$ cat src/rtl/unw_pkg.sv
package unw_pkg;

  typedef enum logic [3:0] {
    ST_IDLE,
    ST_CHECK,
    ST_STRETCH,
    ST_POLLWAIT,
    ST_PULSE_LO,
    ST_PULSE_HI,
    ST_SS_SDA_LO,
    ST_SS_SCL_LO,
    ST_SS_SCL_REL,
    ST_SS_SDA_REL,
    ST_FINISH
  } unw_state_e;

  function automatic logic pulls_scl(unw_state_e s);
    return (s == ST_PULSE_LO) || (s == ST_SS_SCL_LO);
  endfunction

  function automatic logic pulls_sda(unw_state_e s);
    return (s == ST_SS_SDA_LO) || (s == ST_SS_SCL_LO) || (s == ST_SS_SCL_REL);
  endfunction

endpackage

$ cat src/rtl/unw_sync.sv
module unw_sync #(
  parameter int              WIDTH   = 2,
  parameter logic [WIDTH-1:0] RST_VAL = '1
) (
  input  logic             clk,
  input  logic             rst_n,
  input  logic [WIDTH-1:0] d_i,
  output logic [WIDTH-1:0] q_o
);

  generate
    for (genvar g = 0; g < WIDTH; g++) begin : g_bit
      logic meta_q;
      logic stab_q;
      always_ff @(posedge clk or negedge rst_n) begin
        if (!rst_n) begin
          meta_q <= RST_VAL[g];
          stab_q <= RST_VAL[g];
        end else begin
          meta_q <= d_i[g];
          stab_q <= meta_q;
        end
      end
      assign q_o[g] = stab_q;
    end
  endgenerate

endmodule

$ cat src/rtl/unw_interval.sv
module unw_interval #(
  parameter int DELAY_CYCLES = 2500
) (
  input  logic clk,
  input  logic rst_n,
  input  logic restart_i,
  output logic expire_o
);

  localparam int CW = (DELAY_CYCLES > 1) ? $clog2(DELAY_CYCLES) : 1;
  localparam logic [CW-1:0] LAST = CW'(DELAY_CYCLES - 1);

  logic [CW-1:0] cnt_q;

  always_ff @(posedge clk or negedge rst_n) begin
    if (!rst_n) begin
      cnt_q <= '0;
    end else if (restart_i) begin
      cnt_q <= '0;
    end else if (cnt_q != LAST) begin
      cnt_q <= cnt_q + 1'b1;
    end
  end

  assign expire_o = (cnt_q == LAST);

  AST_INTERVAL_IN_RANGE: assert property (@(posedge clk) disable iff (!rst_n)
    cnt_q <= LAST);

endmodule

$ cat src/rtl/unw_tally.sv
module unw_tally #(
  parameter int LIMIT = 1000
) (
  input  logic clk,
  input  logic rst_n,
  input  logic clr_i,
  input  logic inc_i,
  output logic at_limit_o
);

  localparam int CW = $clog2(LIMIT + 1);
  localparam logic [CW-1:0] TOP = CW'(LIMIT);

  logic [CW-1:0] cnt_q;

  always_ff @(posedge clk or negedge rst_n) begin
    if (!rst_n) begin
      cnt_q <= '0;
    end else if (clr_i) begin
      cnt_q <= '0;
    end else if (inc_i) begin
      cnt_q <= cnt_q + 1'b1;
    end
  end

  assign at_limit_o = (cnt_q == TOP);

  AST_TALLY_NO_OVERRUN: assert property (@(posedge clk) disable iff (!rst_n)
    (inc_i && !clr_i) |-> (cnt_q < TOP));

endmodule

$ cat src/rtl/i2c_unwedge_seq.sv
module i2c_unwedge_seq
  import unw_pkg::*;
#(
  parameter int DELAY_CYCLES = 2500,
  parameter int MAX_PULSES   = 1000,
  parameter int MAX_POLLS    = 1000
) (
  input  logic clk,
  input  logic rst_n,
  input  logic start_i,
  input  logic scl_i,
  input  logic sda_i,
  output logic scl_oe_o,
  output logic sda_oe_o,
  output logic owns_bus_o,
  output logic done_o,
  output logic reinit_req_o,
  output logic error_o
);

  unw_state_e st_q, st_d;
  logic [1:0] lines_s;
  logic       scl_s, sda_s;
  logic       tmr_exp, tmr_restart;
  logic       pulse_lim, poll_lim;
  logic       accept, fail_d, err_q;

  // Two-flop synchronisers on both pins; idle bus reads high.
  unw_sync #(.WIDTH(2), .RST_VAL(2'b11)) u_sync (
    .clk   (clk),
    .rst_n (rst_n),
    .d_i   ({scl_i, sda_i}),
    .q_o   (lines_s)
  );
  assign scl_s = lines_s[1];
  assign sda_s = lines_s[0];

  assign accept = start_i && (st_q == ST_IDLE);

  always_comb begin
    st_d   = st_q;
    fail_d = 1'b0;
    unique case (st_q)
      ST_IDLE:       if (start_i) st_d = ST_CHECK;
      ST_CHECK: begin
        if (sda_s) begin
          st_d = ST_SS_SDA_LO;
        end else if (pulse_lim) begin
          st_d   = ST_FINISH;
          fail_d = 1'b1;
        end else begin
          st_d = ST_STRETCH;
        end
      end
      ST_STRETCH: begin
        if (scl_s) begin
          st_d = ST_PULSE_LO;
        end else if (poll_lim) begin
          st_d   = ST_FINISH;
          fail_d = 1'b1;
        end else begin
          st_d = ST_POLLWAIT;
        end
      end
      ST_POLLWAIT:   if (tmr_exp) st_d = ST_STRETCH;
      ST_PULSE_LO:   if (tmr_exp) st_d = ST_PULSE_HI;
      ST_PULSE_HI:   if (tmr_exp) st_d = ST_CHECK;
      ST_SS_SDA_LO:  if (tmr_exp) st_d = ST_SS_SCL_LO;
      ST_SS_SCL_LO:  if (tmr_exp) st_d = ST_SS_SCL_REL;
      ST_SS_SCL_REL: if (tmr_exp) st_d = ST_SS_SDA_REL;
      ST_SS_SDA_REL: if (tmr_exp) st_d = ST_FINISH;
      ST_FINISH:     st_d = ST_IDLE;
      default:       st_d = ST_IDLE;
    endcase
  end

  always_ff @(posedge clk or negedge rst_n) begin
    if (!rst_n) begin
      st_q  <= ST_IDLE;
      err_q <= 1'b0;
    end else begin
      st_q <= st_d;
      if (accept) begin
        err_q <= 1'b0;
      end else if (fail_d) begin
        err_q <= 1'b1;
      end
    end
  end

  // Every state change restarts the shared interval.
  assign tmr_restart = (st_d != st_q);

  unw_interval #(.DELAY_CYCLES(DELAY_CYCLES)) u_interval (
    .clk       (clk),
    .rst_n     (rst_n),
    .restart_i (tmr_restart),
    .expire_o  (tmr_exp)
  );

  unw_tally #(.LIMIT(MAX_PULSES)) u_pulses (
    .clk        (clk),
    .rst_n      (rst_n),
    .clr_i      (accept),
    .inc_i      ((st_q == ST_PULSE_HI) && tmr_exp),
    .at_limit_o (pulse_lim)
  );

  unw_tally #(.LIMIT(MAX_POLLS)) u_polls (
    .clk        (clk),
    .rst_n      (rst_n),
    .clr_i      (st_q == ST_CHECK),
    .inc_i      ((st_q == ST_POLLWAIT) && tmr_exp),
    .at_limit_o (poll_lim)
  );

  assign scl_oe_o     = pulls_scl(st_q);
  assign sda_oe_o     = pulls_sda(st_q);
  assign owns_bus_o   = (st_q != ST_IDLE);
  assign done_o       = (st_q == ST_FINISH);
  assign reinit_req_o = (st_q == ST_FINISH);
  assign error_o      = err_q;

  AST_START_TAKES_BUS: assert property (@(posedge clk) disable iff (!rst_n)
    (start_i && !owns_bus_o) |=> owns_bus_o);
  AST_BUSY_START_HARMLESS: assert property (@(posedge clk) disable iff (!rst_n)
    (start_i && owns_bus_o && !done_o) |=> owns_bus_o);
  AST_SS_ONLY_WHEN_FREE: assert property (@(posedge clk) disable iff (!rst_n)
    $rose(sda_oe_o) |-> $past(sda_s));
  AST_PULSE_AFTER_HIGH_SCL: assert property (@(posedge clk) disable iff (!rst_n)
    ($rose(scl_oe_o) && !sda_oe_o) |-> $past(scl_s));
  AST_DONE_SINGLE: assert property (@(posedge clk) disable iff (!rst_n)
    done_o |=> !done_o);
  AST_DONE_RELEASES: assert property (@(posedge clk) disable iff (!rst_n)
    done_o |=> !owns_bus_o);
  AST_ERR_RISES_AT_END: assert property (@(posedge clk) disable iff (!rst_n)
    $rose(error_o) |-> done_o);
  AST_ERR_CLEARED: assert property (@(posedge clk) disable iff (!rst_n)
    (start_i && !owns_bus_o) |=> !error_o);

endmodule

$ cat config.mk
export PLATFORM = sky130hd
export DESIGN_NAME = i2c_unwedge_seq
export DESIGN_NICKNAME = d
export VERILOG_FILES = /design/src/rtl/unw_pkg.sv /design/src/rtl/unw_sync.sv /design/src/rtl/unw_interval.sv /design/src/rtl/unw_tally.sv /design/src/rtl/i2c_unwedge_seq.sv
export SDC_FILE = /design/constraint.sdc
export NUM_CORES = 1
export LEC_CHECK = 0
export BUFFER_PORTS_ARGS = -buffer_cell sky130_fd_sc_hd__buf_2
export CAP_MARGIN = 10
export CORE_MARGIN = 4
export CORE_UTILIZATION = 50
export CTS_BUF_LIST = sky130_fd_sc_hd__clkbuf_4 sky130_fd_sc_hd__clkbuf_8
export CTS_CLUSTER_DIAMETER = 80
export DETAILED_ROUTE_END_ITERATION = 12
export PLACE_DENSITY = 0.67
export SLEW_MARGIN = 0
export SYNTH_ARGS = -nofsm -noshare
export SYNTH_HDL_FRONTEND = slang
export SYNTH_HIERARCHICAL = 1
export SYNTH_SLANG_ARGS = --single-unit
$ cat constraint.sdc
create_clock -name clk -period 3.3 [get_ports clk]
set_clock_uncertainty 0.15 [all_clocks]
set_input_delay 0.495 -clock clk [delete_from_list [all_inputs] [get_ports clk]]
set_output_delay 0.495 -clock clk [all_outputs]
set_load 0.02 [all_outputs]
==> summary.md <==
| Metric | Value |
|---|---|
| Status | `finished clean` |
| Clock Latency Late Sink | `0.29 ns` |
| Req. time, crit path | `3.37 ns` |
| Design area | `2510 um^2` |
| Max-cap violation count | `0` |
| Final Cycle Share | `86.7%` |
| Worst Hold Depth | `1` |
| Min-delay src | `sda_i` |
| Synthesized cell area | `2340 um^2` |
| Global placer's final weighted congestion | `0.804` |
| Die H | `76.4 um` |
| DP Wirelength | `2910 um` |
| Setup bufs post-CTS | `0` |
| Share of total power in sequential cells | `52.7%` |
| Post-cts gate resize count | `0` |
| CTS Buf Count | `5` |
| Post-synthesis net count | `250` |
| DRC Markers | `0` |
| Post-Syn Area per Cell | `9.75 um^2` |
| Row count | `24` |
| RSZ-0062 raised after global routing | `no` |
| Leak Pwr | `1.03 nW` |
| Pre-antenna DRT Iters | `4` |
| Post-synth top area cell | `dfrtp_1` |
| VDD IR max | `0.222 mV` |
| Clock Tree Root | `clkbuf_8` |
| Max-slew violations | `0` |
| Placement Cell Area | `2400 um^2` |
| Die ar. | `5840 um^2` |
| DRT iter0 DRCs | `90` |
| CP endpoint kind | `flop` |
| Top_reg_cell synth | `dfrtp_1` |
| P_int | `847 uW` |
| Vias in the first global route | `1657` |
| Synthesis warning total | `6` |
| Antenna-violating nets left | `0` |
| Number of synthesized flops with an enable pin | `0` |
| Relative slew margins | `39.7%` |
| Post-synth top area share | `39.6%` |
| Synth top area cells | `dfrtp_1 (40%), a21oi_1 (5.1%), dfstp_2 (4.5%), o31ai_1 (3.8%), or4_1 (3.8%)` |
| Clock sinks | `41` |
| Initial antenna violation count | `0` |
| First-pass GRT wire length | `7680 um` |
| Synth unique cells | `47` |
| Net Switching | `390 uW` |
| H-Tree Depth | `2` |
| Worst Tran Pin Value | `0.905 ns` |
| Flops & latches, synth | `41` |
| P per Cell Area | `494 nW/um^2` |
| Sequential area share after synthesis | `44.0%` |
| Achievable Freq | `350 MHz` |
| Reg2reg setup slack | `0.44 ns` |
| Worst r2r src | `u_interval/cnt_q[0]` |
| Reg-to-reg endpoint | `u_pulses/cnt_q[7]` |
| Critical Path Fanout Max | `8` |
| Min cycle time layout | `2.86 ns` |
| CTS tree | `built` |
| Post-synthesis cell count | `240` |
| WL per Instance | `14.5 um` |
| Fill cells | `386` |
| Async SR Flop Fraction | `100%` |
| Layout cells sized above 1 | `16.9%` |
| CTS max path bufs | `2` |
| Final net count | `257` |
| # port buffers | `10` |
| Drt via density | `5.93` |
| Num ports | `11` |
| Gr ovfl total | `0` |
| Post-route setup TNS | `0 ns` |
| Crit path launch type | `flop` |
| Worst setup slack after placement | `0.440 ns` |
| Total global-route track usage | `15.9%` |
| Worst-path clk slew | `0.08 ns` |
| Final Hold Vio Count | `0` |
| Comb pwr share | `18.1%` |
| Worst Path Arrival | `2.93 ns` |
| Switching part of the total | `31.5%` |
| Post-Route Utilization | `56.4%` |
| Final WS setup | `0.441 ns` |
| Vias after detailed routing | `1778` |
| Initial Util | `52.7%` |
| Final setup violation count | `0` |
| P&R area growth vs syn | `7.05%` |
| Critical path class | `flop to flop` |
| Routed WL | `4340 um` |
| Worst r2r path cells | `7` |
| Hold endpoint | `u_sync/g_bit[0].meta_q` |
| Hold_buf cts | `0` |
| Clock power share | `29.2%` |
| Placeable Area | `4440 um^2` |
| ANT cells | `0` |
| Chip Width | `76.4 um` |
| Largest net degree at the start of global routing | `42` |
| Hold crit path type | `input pin to flop` |
-- cells in the mapped netlist, types with 2 or more instances --
master / count
or4_1: 12
dfrtp_1: 37
mux2i_1: 4
or3_1: 5
o2111ai_1: 2
dfstp_2: 4
buf_2: 5
nor2b_1: 5
inv_1: 9
nand3_4: 2
xor2_1: 8
o21ai_0: 5
nand3_1: 8
xnor2_1: 2
o211ai_2: 3
o21ai_1: 6
nand2_1: 12
nand4b_1: 2
ha_1: 5
o31ai_1: 12
nor2_1: 20
or4b_4: 2
a21oi_1: 24
buf_4: 6
nand4_1: 7
nand2b_1: 5
a22oi_1: 2
buf_1: 2
or3_2: 2
nor3_1: 5
-- registers in the layout (all words and copies together), names as in the netlist --
signal               cells
u_sync/g_bit.stab_q      2
u_pulses/cnt_q          10
error_o                  1
st_q                     4
u_polls/cnt_q           10
u_interval/cnt_q        12
u_sync/g_bit.meta_q      2
-- power by group through the flow --
stage / logic [mW] / clock network (mW) / registers, mW
finish: 0.224 / 0.362 / 0.652
global route: 0.262 / 0.400 / 0.667
CTS: 0.227 / 0.377 / 0.651
detailed placement: 0.228 / 0 / 0.660
global placement: 0.224 / 0 / 0.659
floorplan: 0.194 / 0 / 0.629
-- cell families after synthesis --
| family | Yosys count | share of synthesized area [%] |
|---|---|---|
| AND/OR/NAND/NOR | 97 | 26.2 |
| AO/OA/AOI/OAI | 58 | 15.9 |
| flip-flops | 41 | 44.0 |
| buffers and inverters | 24 | 5.08 |
| XOR/XNOR | 10 | 3.74 |
| multiplexers | 5 | 2.35 |
| adder cells (fa/ha/maj) | 5 | 2.67 |
-- layout make-up --
| cell class | instances | area [um^2] | share of cell area (%) |
|---|---|---|---|
| multi-input cells | 175 | 1190 | 47.5 |
| flip-flops and latches | 41 | 1030 | 41.1 |
| clock buffers | 7 | 96.3 | 3.84 |
| repair buffers | 14 | 80.1 | 3.20 |
| well taps | 52 | 65.1 | 2.60 |
| inverters | 10 | 37.5 | 1.50 |
| clock inverters | 1 | 5.00 | 0.200 |
-- routing by layer --
layer,vias to the layer above,share of wire [%],track usage [%]
met4,0,1.5,5.43
met3,5,3.5,3.78
met5,-,0,0
met1,856,51,21.9
met2,24,44,24.6
li1,893,-,-
-- how the worst max path moves through the flow --
stage	start	endpoint	slack, ns
floorplan	u_interval/cnt_q[0]	u_polls/cnt_q[7]	0.56
global placement	u_interval/cnt_q[0]	u_polls/cnt_q[7]	0.49
detailed placement	u_interval/cnt_q[0]	u_pulses/cnt_q[7]	0.44
CTS	u_interval/cnt_q[0]	u_pulses/cnt_q[7]	0.42
global route	u_interval/cnt_q[0]	u_pulses/cnt_q[7]	0.25
finish	u_interval/cnt_q[0]	u_pulses/cnt_q[7]	0.44
-- placed cells by master, fill, tap and decap left out, types with 2 or more instances in the layout --
| cell | count |
|---|---|
| a21oi_1 | 24 |
| dfstp_2 | 4 |
| o21ai_0 | 5 |
| nor3_1 | 5 |
| nand4b_1 | 2 |
| ha_1 | 5 |
| inv_1 | 9 |
| or4b_4 | 2 |
| buf_2 | 10 |
| xnor2_1 | 2 |
| clkbuf_8 | 7 |
| nor2b_1 | 5 |
| mux2i_1 | 4 |
| buf_4 | 4 |
| a22oi_1 | 2 |
| or3_1 | 5 |
| o211ai_2 | 3 |
| o2111ai_1 | 2 |
| nand2_1 | 12 |
| or4_1 | 12 |
| nand2b_1 | 5 |
| o31ai_1 | 12 |
| nor2_1 | 20 |
| nand4_1 | 7 |
| o21ai_1 | 6 |
| nand3_4 | 2 |
| xor2_1 | 8 |
| or3_2 | 2 |
| dfrtp_1 | 37 |
| nand3_1 | 8 |
-- worst max-delay path: stages, from the launching register on --
cell and delay (ns):
dfrtp_1 0.43, ha_1 0.20, or4b_4 0.48, nor3_4 0.33
and3_1 0.38, o211ai_2 0.17, or4_1 0.49, a21oi_1 0.16
-- stage by stage --
step	power, mW	std cells	hold slack [ns]
CTS	1.26	300	0.128
global placement	0.882	292	0.197
finish	1.24	300	0.147
global route	1.33	300	0.128
detailed placement	0.888	292	0.197
floorplan	0.823	240	0.0494
Note: power is estimated with default switching activity, not from simulation.
